$ cat src/rtl/bsq_pkg.sv
package bsq_pkg;

  typedef enum logic [2:0] {
    ST_IDLE   = 3'd0,
    ST_SAMPLE = 3'd1,
    ST_READY  = 3'd2,
    ST_KICK   = 3'd3,
    ST_PRESET = 3'd4,
    ST_LOOP   = 3'd5
  } bsq_state_e;

endpackage

$ cat src/rtl/bsq_timer.sv
module bsq_timer #(
  parameter int CNT_W = 8
) (
  input  logic             clk,
  input  logic             rst_n,
  input  logic             load,
  input  logic [CNT_W-1:0] load_val,
  output logic             zero
);

  logic [CNT_W-1:0] cnt_q;
  logic [CNT_W-1:0] cnt_d;
  logic             cnt_en;

  always_comb begin
    cnt_en = load || (cnt_q != '0);
    cnt_d  = load ? load_val : (cnt_q - 1'b1);
  end

  always_ff @(posedge clk or negedge rst_n) begin
    if (!rst_n) begin
      cnt_q <= '0;
    end else if (cnt_en) begin
      cnt_q <= cnt_d;
    end
  end

  assign zero = (cnt_q == '0);

  // the counter parks at zero and never wraps
  p_no_wrap_r4: assert property (@(posedge clk) disable iff (!rst_n)
    (zero && !load) |=> zero);

endmodule

$ cat src/rtl/bsq_band_latch.sv
module bsq_band_latch #(
  parameter int N_BANDS = 2,
  parameter int BSEL_W  = 1
) (
  input  logic              clk,
  input  logic              rst_n,
  input  logic              capture,
  input  logic [BSEL_W-1:0] band_sel,
  output logic [N_BANDS-1:0] band_oh
);

  logic [BSEL_W-1:0] band_q;

  always_ff @(posedge clk or negedge rst_n) begin
    if (!rst_n) begin
      band_q <= '0;
    end else if (capture) begin
      band_q <= band_sel;
    end
  end

  for (genvar gi = 0; gi < N_BANDS; gi++) begin : g_dec
    assign band_oh[gi] = (band_q == BSEL_W'(gi));
  end

  // band register moves only on a capture strobe
  p_band_hold_r8: assert property (@(posedge clk) disable iff (!rst_n)
    !capture |=> $stable(band_q));

  p_band_onehot_r3: assert property (@(posedge clk) disable iff (!rst_n)
    $onehot0(band_oh));

endmodule

$ cat src/rtl/bsq_sw_decode.sv
module bsq_sw_decode
  import bsq_pkg::*;
#(
  parameter int N_BANDS = 2
) (
  input  bsq_state_e         state,
  input  logic [N_BANDS-1:0] band_oh,
  output logic               sw_sample,
  output logic               sw_prebias,
  output logic               sw_home,
  output logic               sw_loop,
  output logic [N_BANDS-1:0] fb_sw,
  output logic [N_BANDS-1:0] drv_en,
  output logic [N_BANDS-1:0] out_gnd
);

  logic active;
  logic fb_phase;

  always_comb begin
    active     = (state != ST_IDLE);
    sw_sample  = (state == ST_SAMPLE);
    sw_prebias = (state == ST_SAMPLE) || (state == ST_READY) || (state == ST_KICK);
    sw_home    = (state == ST_PRESET) || (state == ST_LOOP);
    sw_loop    = (state == ST_LOOP);
    fb_phase   = active && (state != ST_LOOP);
  end

  for (genvar gb = 0; gb < N_BANDS; gb++) begin : g_band
    assign fb_sw[gb]   = fb_phase && band_oh[gb];
    assign drv_en[gb]  = active && band_oh[gb];
    assign out_gnd[gb] = !(active && band_oh[gb]);
  end

endmodule

$ cat src/rtl/burst_switch_seq.sv
module burst_switch_seq
  import bsq_pkg::*;
#(
  parameter int N_BANDS      = 2,
  parameter int CLK_MHZ      = 125,
  parameter int S1_HOLD_CYC  = 40,
  parameter int KICK_DLY_CYC = 6,
  parameter int PRESET_CYC   = 250,
  localparam int BSEL_W      = (N_BANDS > 1) ? $clog2(N_BANDS) : 1
) (
  input  logic               clk,
  input  logic               rst_n,
  input  logic               pwr_up,
  input  logic [BSEL_W-1:0]  band_sel,
  input  logic               ramp_det,
  output logic               sw_sample,
  output logic               sw_prebias,
  output logic               sw_home,
  output logic               sw_loop,
  output logic [N_BANDS-1:0] fb_sw,
  output logic [N_BANDS-1:0] drv_en,
  output logic [N_BANDS-1:0] out_gnd
);

  localparam int MAX_A   = (S1_HOLD_CYC > KICK_DLY_CYC) ? S1_HOLD_CYC : KICK_DLY_CYC;
  localparam int MAX_CYC = (MAX_A > PRESET_CYC) ? MAX_A : PRESET_CYC;
  localparam int CNT_W   = $clog2(MAX_CYC + 1);
  localparam int KICK_LIMIT_CYC = 3 * CLK_MHZ;

  if (KICK_DLY_CYC < 1 || KICK_DLY_CYC > KICK_LIMIT_CYC) begin : g_kick_bad
    $error("kick delay outside 1..3us window");
  end
  if (S1_HOLD_CYC < 1 || PRESET_CYC < 1) begin : g_hold_bad
    $error("hold intervals must be at least one cycle");
  end

  bsq_state_e       state_q;
  bsq_state_e       state_d;
  logic             tmr_load;
  logic [CNT_W-1:0] tmr_val;
  logic             tmr_zero;
  logic             band_cap;
  logic [N_BANDS-1:0] band_oh;

  always_comb begin
    state_d  = state_q;
    tmr_load = 1'b0;
    tmr_val  = '0;
    band_cap = 1'b0;
    if (state_q != ST_IDLE && !pwr_up) begin
      state_d = ST_IDLE;
    end else begin
      unique case (state_q)
        ST_IDLE: begin
          if (pwr_up) begin
            state_d  = ST_SAMPLE;
            band_cap = 1'b1;
            tmr_load = 1'b1;
            tmr_val  = CNT_W'(S1_HOLD_CYC - 1);
          end
        end
        ST_SAMPLE: begin
          if (tmr_zero) state_d = ST_READY;
        end
        ST_READY: begin
          if (ramp_det) begin
            state_d  = ST_KICK;
            tmr_load = 1'b1;
            tmr_val  = CNT_W'(KICK_DLY_CYC - 1);
          end
        end
        ST_KICK: begin
          if (tmr_zero) begin
            state_d  = ST_PRESET;
            tmr_load = 1'b1;
            tmr_val  = CNT_W'(PRESET_CYC - 1);
          end
        end
        ST_PRESET: begin
          if (tmr_zero) state_d = ST_LOOP;
        end
        ST_LOOP: state_d = ST_LOOP;
        default: state_d = ST_IDLE;
      endcase
    end
  end

  always_ff @(posedge clk or negedge rst_n) begin
    if (!rst_n) begin
      state_q <= ST_IDLE;
    end else begin
      state_q <= state_d;
    end
  end

  bsq_timer #(.CNT_W(CNT_W)) u_timer (
    .clk      (clk),
    .rst_n    (rst_n),
    .load     (tmr_load),
    .load_val (tmr_val),
    .zero     (tmr_zero)
  );

  bsq_band_latch #(.N_BANDS(N_BANDS), .BSEL_W(BSEL_W)) u_band (
    .clk      (clk),
    .rst_n    (rst_n),
    .capture  (band_cap),
    .band_sel (band_sel),
    .band_oh  (band_oh)
  );

  bsq_sw_decode #(.N_BANDS(N_BANDS)) u_dec (
    .state      (state_q),
    .band_oh    (band_oh),
    .sw_sample  (sw_sample),
    .sw_prebias (sw_prebias),
    .sw_home    (sw_home),
    .sw_loop    (sw_loop),
    .fb_sw      (fb_sw),
    .drv_en     (drv_en),
    .out_gnd    (out_gnd)
  );

  // one edge after power-up was low, everything is safe
  p_idle_safe_r1: assert property (@(posedge clk) disable iff (!rst_n)
    !$past(pwr_up) |-> (!sw_sample && !sw_prebias && !sw_home && !sw_loop &&
                         fb_sw == '0 && drv_en == '0 && out_gnd == '1));

  // a rising power-up starts with sampling and pre-bias closed
  p_start_r2: assert property (@(posedge clk) disable iff (!rst_n)
    ($rose(pwr_up) && state_q == ST_IDLE) |=>
      (sw_sample && sw_prebias && !sw_home && !sw_loop));

  // at most one driver, and feedback only on the enabled band
  p_one_driver_r3: assert property (@(posedge clk) disable iff (!rst_n)
    $onehot0(drv_en));
  for (genvar ga = 0; ga < N_BANDS; ga++) begin : g_fb_chk
    p_fb_on_driven_r3: assert property (@(posedge clk) disable iff (!rst_n)
      fb_sw[ga] |-> (drv_en[ga] && !out_gnd[ga]));
  end

  // sampling phase never leads straight to home
  p_sample_no_kick_r5: assert property (@(posedge clk) disable iff (!rst_n)
    sw_sample |=> !sw_home);

  // pre-bias and home are never closed together
  p_prebias_home_excl_r6: assert property (@(posedge clk) disable iff (!rst_n)
    !(sw_prebias && sw_home));

  // loop closed means feedback switches are open
  p_loop_fb_open_r7: assert property (@(posedge clk) disable iff (!rst_n)
    sw_loop |-> (fb_sw == '0 && sw_home));

  // a falling power-up leaves drivers off on the next edge
  p_shutdown_r9: assert property (@(posedge clk) disable iff (!rst_n)
    $fell(pwr_up) |=> (drv_en == '0 && !sw_loop));

endmodule

$ cat config.mk
export PLATFORM = sky130hd
export DESIGN_NAME = burst_switch_seq
export DESIGN_NICKNAME = d
export VERILOG_FILES = /design/src/rtl/bsq_pkg.sv /design/src/rtl/bsq_timer.sv /design/src/rtl/bsq_band_latch.sv /design/src/rtl/bsq_sw_decode.sv /design/src/rtl/burst_switch_seq.sv
export SDC_FILE = /design/constraint.sdc
export NUM_CORES = 1
export LEC_CHECK = 0
export ABC_AREA = 1
export BUFFER_PORTS_ARGS = -buffer_cell sky130_fd_sc_hd__clkbuf_2
export CORE_AREA = 2 2 44 55
export CTS_BUF_LIST = sky130_fd_sc_hd__clkbuf_4 sky130_fd_sc_hd__clkbuf_8 sky130_fd_sc_hd__clkbuf_16
export DETAILED_ROUTE_END_ITERATION = 10
export DIE_AREA = 0 0 46 57
export GPL_TIMING_DRIVEN = 0
export HOLD_SLACK_MARGIN = 0.02
export MAX_ROUTING_LAYER = met4
export PLACE_DENSITY = 0.65
export SLEW_MARGIN = 25
export SYNTH_ARGS = -nofsm -noshare
export SYNTH_HDL_FRONTEND = slang
export SYNTH_SLANG_ARGS = --single-unit
$ cat constraint.sdc
create_clock -name clk -period 1.68 [get_ports clk]
set_clock_uncertainty 0.2 [all_clocks]
set_input_delay 0.084 -clock clk [delete_from_list [all_inputs] [get_ports clk]]
set_output_delay 0.084 -clock clk [all_outputs]
set_load 0.01 [all_outputs]
# == After elaboration in Yosys (flattened, before gate mapping) ==
# Index checks and enable logic that the tools add are counted.
# W data, S select, Z words.
# op_classes
addsub,1
eq_ne,11
mux,20
bitwise_logic,1
n_reduce_logical,18
# ops
cell,count
$mux W8,3
$pmux W8 S3,1
$mux W3,7
$pmux W3 S6,1
$ne A3 B3 Y1 const B,5
$logic_not A8 Y1,1
$reduce_bool A8 Y1,1
$sub A8 B1 Y8 const B,1
$eq A3 B2 Y1 const B,2
$eq A3 B3 Y1 const B,2
$logic_and A1 B1 Y1,6
$mux W1,6
$mux W6,1
$reduce_and A5 Y1,1
$logic_or A1 B1 Y1,4
$eq A3 B1 Y1 const B,1
$logic_not A1 Y1,3
$logic_not A3 Y1,1
$ne A3 B1 Y1 const B,1
$pmux W1 S3,1
$reduce_bool A3 Y1,1
$not A1 Y1,1
# totals
reg_bits,12

# == Depth between registers and ports, before layout ==
# depth
depth_word,5
depth_mapped,9
ltp_nobuf,9

# == By module ==
# Synthesis repeated with hierarchy kept, for this count alone.
# hier_totals
cells_unflattened,150
hier_area_um2,955.9
# modules_own_cells
module,instances,cells_per_inst,area_each_um2
bsq_timer,1,77,543.0
burst_switch_seq,1,49,285.3
bsq_sw_decode,1,17,76.3
bsq_band_latch,1,7,51.3

# == Worst setup path after synthesis ==
# OpenSTA, ideal clock, no wires.
# synth_path
kind,reg-to-reg
from,reg u_timer.cnt_q[0]
to,reg u_timer.cnt_q[0]
setup_time_ns,0.119
arrival_time_ns,1.311
required_ns,1.361
setup_slack_ns,0.050
path_stages_with_launch,10
n_path_buf,0
path_cell_list,dfrtp_1 inv_1 ha_1 nand3_1 nor2_8 nand3_4 nand3_4 inv_1 nand2_1 nand2_1
# synth_between
elab_chain_cells,5
# synth_rtl
item,line_no,rtl
"start, declared",bsq_timer.sv:11,logic [CNT_W-1:0] cnt_q;
"start signal, assigned",bsq_timer.sv:24,cnt_q <= cnt_d;
$logic_not A8 Y1,bsq_timer.sv:28,assign zero = (cnt_q == '0);
$mux W8 or $mux W1 (tied branches),burst_switch_seq.sv:73,if (tmr_zero) begin
$pmux W8 S3 or $pmux W1 S3 (tied branches),burst_switch_seq.sv:53,unique case (state_q)
$mux W8 or $mux W1 (tied branches),burst_switch_seq.sv:50,if (state_q != ST_IDLE && !pwr_up) begin
$mux W8 or $logic_or A1 B1 Y1 (tied branches),"bsq_timer.sv:17, bsq_timer.sv:16",
# Several ways; a longest one is shown, not always the timed one.
# A chain may end at the register's enable or synchronous reset.

# == Worst setup path in the final report ==
# layout_path
from,reg state_q[1]
to,reg u_timer.cnt_q[0]
# layout_between
elab_chain_cells,4
# layout_rtl
item,line_no,rtl
"start, declared",burst_switch_seq.sv:37,bsq_state_e state_q;
"start signal, assigned",burst_switch_seq.sv:92,state_q <= state_d;
$eq A3 B2 Y1 (tied with other cells),burst_switch_seq.sv:53,
$pmux W8 S3 (tied with other cells),burst_switch_seq.sv:53,
$mux W8 or $mux W1 (tied branches),burst_switch_seq.sv:50,
$mux W8 or $logic_or A1 B1 Y1 (tied branches),"bsq_timer.sv:17, bsq_timer.sv:16",
# Several ways; a longest one is shown, not always the timed one.

==> flow_metrics.env <==
export IMPL_dp_final_hpwl_um=1480
export IMPL_start_kind="flop"
export IMPL_wire_per_inst_um=11.5
export IMPL_grt_usage=0.172
export IMPL_slew_limit_headroom=0.784
export IMPL_clockBufferDepth=2
export IMPL_post_route_period_util=0.975
export IMPL_crit_start="state_q[1]"
export IMPL_grt_pass1_vias=787
export IMPL_remaining_drc_errors=0
export IMPL_synth_area_per_cell_um2=7.22
export IMPL_rsz0062_at_grt="true"
export IMPL_period_needed_ps=1640
export IMPL_ys_seq_area_frac=0.333
export IMPL_yosys_top_cells_count="nand2_1 (24), inv_1 (21), nor2_1 (20)"
export IMPL_ys_top_cells_by_area="dfrtp_1 (33%), nand2_1 (10%), inv_1 (8.7%), nor2_1 (8.3%), nand3_1 (4.4%)"
export IMPL_clk_latency_ps=270
export IMPL_fp_row_count=19
export IMPL_layout_setup_ws_ps=42.5
export IMPL_crit_required_ps=1640
export IMPL_synth_area_um2=902
export IMPL_crit_family="simple AND/OR/NAND/NOR gates"
export IMPL_die_w_um=46
export IMPL_hold_path_class="input pin to async pin"
export IMPL_hold_viol_final=0
export IMPL_total_leakage_power_nw=0.644
export IMPL_final_core_util=0.552
export IMPL_numPortBuffers=14
export IMPL_final_nets=163
export IMPL_avgViaCountPerCell=4.98
export IMPL_crit_fanout=6
export IMPL_crit_buf_inv=1
export IMPL_dp_slack_ps=-86.8
export IMPL_netlist_instances=125
export IMPL_area_growth_pct=30.9
export IMPL_grt_max_degree=13
export IMPL_drive_gt1_frac=0.329
export IMPL_firstDrtPassIters=3
export IMPL_top_level_ports=15
export IMPL_cts_buffers=3
export IMPL_peakVddDrop_mv=1.08
export IMPL_synth_top_cell_area_share=0.333
export IMPL_synth_net_count=132
export IMPL_die_area_um2=2620
export IMPL_filler_cell_count=205
export IMPL_overflow=0
export IMPL_worst_pin_slew_ps=324
export IMPL_ctsRootBufferMaster="clkbuf_4"
export IMPL_max_freq_mhz=611
export IMPL_ys_warn_count=0
export IMPL_synth_edf_count=0
export IMPL_ys_ff_latch=12
export IMPL_finalSetupViolCount=0
export IMPL_async_reset_ff_frac=1.00
export IMPL_drtIter0Drc=6
export IMPL_ctsHtreeMaxLevel=1
export IMPL_cts_sinks=12
export IMPL_worstSetupEndpointType="flop"
export IMPL_synth_top_cell_by_area="dfrtp_1"
export IMPL_via_count=877
export IMPL_crit_slowest_cell="dfrtp_2"
export IMPL_path_clk_slew_ps=80
export IMPL_gp_congestion=0.837
export IMPL_crit_reg2reg_launch="state_q[1]"
export IMPL_synth_cell_types=22
export IMPL_start_util=0.422
export IMPL_outcome="completed"
export IMPL_cts_tree="built"
export IMPL_die_y_um=57
export IMPL_coreArea_um2=2140
export IMPL_worstPathArrival_ps=1600
export IMPL_cap_violations=0
export IMPL_power_density_nw_per_um2=1800
export IMPL_cpPeakStageDelay_ps=470
export IMPL_antenna_found_initial=0
export IMPL_crit_chain="nor2_4 -> nand2_4 -> nand2_4 -> nand3_4 -> nand3_4 -> inv_1 -> nand2_1 -> nand2_1"
export IMPL_detail_route_wirelength_um=2020
export IMPL_antenna_cells=0
export IMPL_grt_pass1_wl_um=3260
export IMPL_synth_flop_cell="dfrtp_1"
export IMPL_yosysMostFrequentCell="nand2_1"
export IMPL_drv_slew=0
export IMPL_path_class="flop to flop"
export IMPL_p_total_mw=2.12
export IMPL_ant_nets=0
-- registers in the layout (all words and copies together), names as in the netlist --
register       flops
state_q            3
u_band.band_q      1
u_timer.cnt_q      8
-- power breakdown --
part / internal (mW) / switching [mW] / leakage, nW
sequential: 0.415 / 0.125 / 0.146
combinational: 0.528 / 0.819 / 0.477
clock: 0.132 / 0.103 / 0.0210
total: 1.07 / 1.05 / 0.644
-- through the flow --
| step | setup TNS, ps | std cells | hold WS, ps | area (um2) |
|---|---|---|---|---|
| 2_1_floorplan | 0 | 125 | -412 | 902 |
| 3_3_place_gp | -386 | 160 | -217 | 998 |
| 3_5_place_dp | -368 | 160 | -208 | 998 |
| 4_1_cts | 0 | 169 | 20.1 | 1090 |
| 5_1_grt | -67.7 | 176 | 65.8 | 1180 |
| 6_report | 0 | 176 | 24.9 | 1180 |
-- routing by layer --
metal | up-vias | wire length [um] | global-route usage
met5 | - | 0 | -
met4 | 0 | 20 | 0.0816
met3 | 2 | 39 | 0.0222
met2 | 11 | 1160 | 0.286
met1 | 409 | 794 | 0.198
li1 | 455 | - | -
-- area by class of cell --
cell class | count | area, um2 | area share
repair buffers | 26 | 170 | 0.144
inverters | 23 | 86.3 | 0.0731
well taps | 21 | 26.3 | 0.0222
clock buffers | 4 | 36.3 | 0.0307
flip-flops and latches | 12 | 303 | 0.256
multi-input cells | 90 | 559 | 0.474
-- path summary, 6_finish.rpt --
kind / depth (start not counted) / slack, ps / end
setup / recovery: 8 / 40 / u_timer.cnt_q[0]
hold / removal: 2 / 20 / state_q[1]
setup reg to reg: 8 / 40 / u_timer.cnt_q[0]
hold reg to reg: 3 / 400 / u_timer.cnt_q[0]
max in group asynchronous: 2 / 1000 / state_q[0]
min in group clk: 3 / 400 / u_timer.cnt_q[0]
-- timing repair --
item,CTS,global route
hold endpoints to repair,16,0
resized for setup,3,11
pin swaps,1,4
setup endpoints to repair,9,14
hold buffers,4,0
setup buffers,1,7
-- cells in the final DEF, fill, tap and decap left out, types with 4 or more instances in the layout --
| cell type | Yosys | routed |
|---|---|---|
| inv_2 | 2 | 5 |
| nand3_1 | 8 | 7 |
| dlygate4sd3_1 | 0 | 4 |
| clkbuf_2 | 0 | 14 |
| dfrtp_1 | 12 | 10 |
| nor2_1 | 20 | 20 |
| nand2_1 | 24 | 23 |
| o21ai_0 | 8 | 7 |
| nand3_4 | 2 | 4 |
| nand2_2 | 3 | 4 |
| inv_1 | 21 | 18 |
| buf_4 | 0 | 8 |
-- worst register-to-register path, stage by stage, from the launching register on --
cell and delay (ps):
dfrtp_2 470, nor2_4 210, nand2_4 100, nand2_4 120, nand3_4 130, nand3_4 140
inv_1 70, nand2_1 60, nand2_1 40
-- logic make-up after synthesis --
logic type               synth area share
AND/OR/NAND/NOR                     0.417
buffers and inverters              0.0957
AO/OA/AOI/OAI                      0.0971
flip-flops                          0.333
XOR/XNOR                           0.0291
adder cells (fa/ha/maj)            0.0277
No activity file was read; power rests on OpenSTA's default activity.
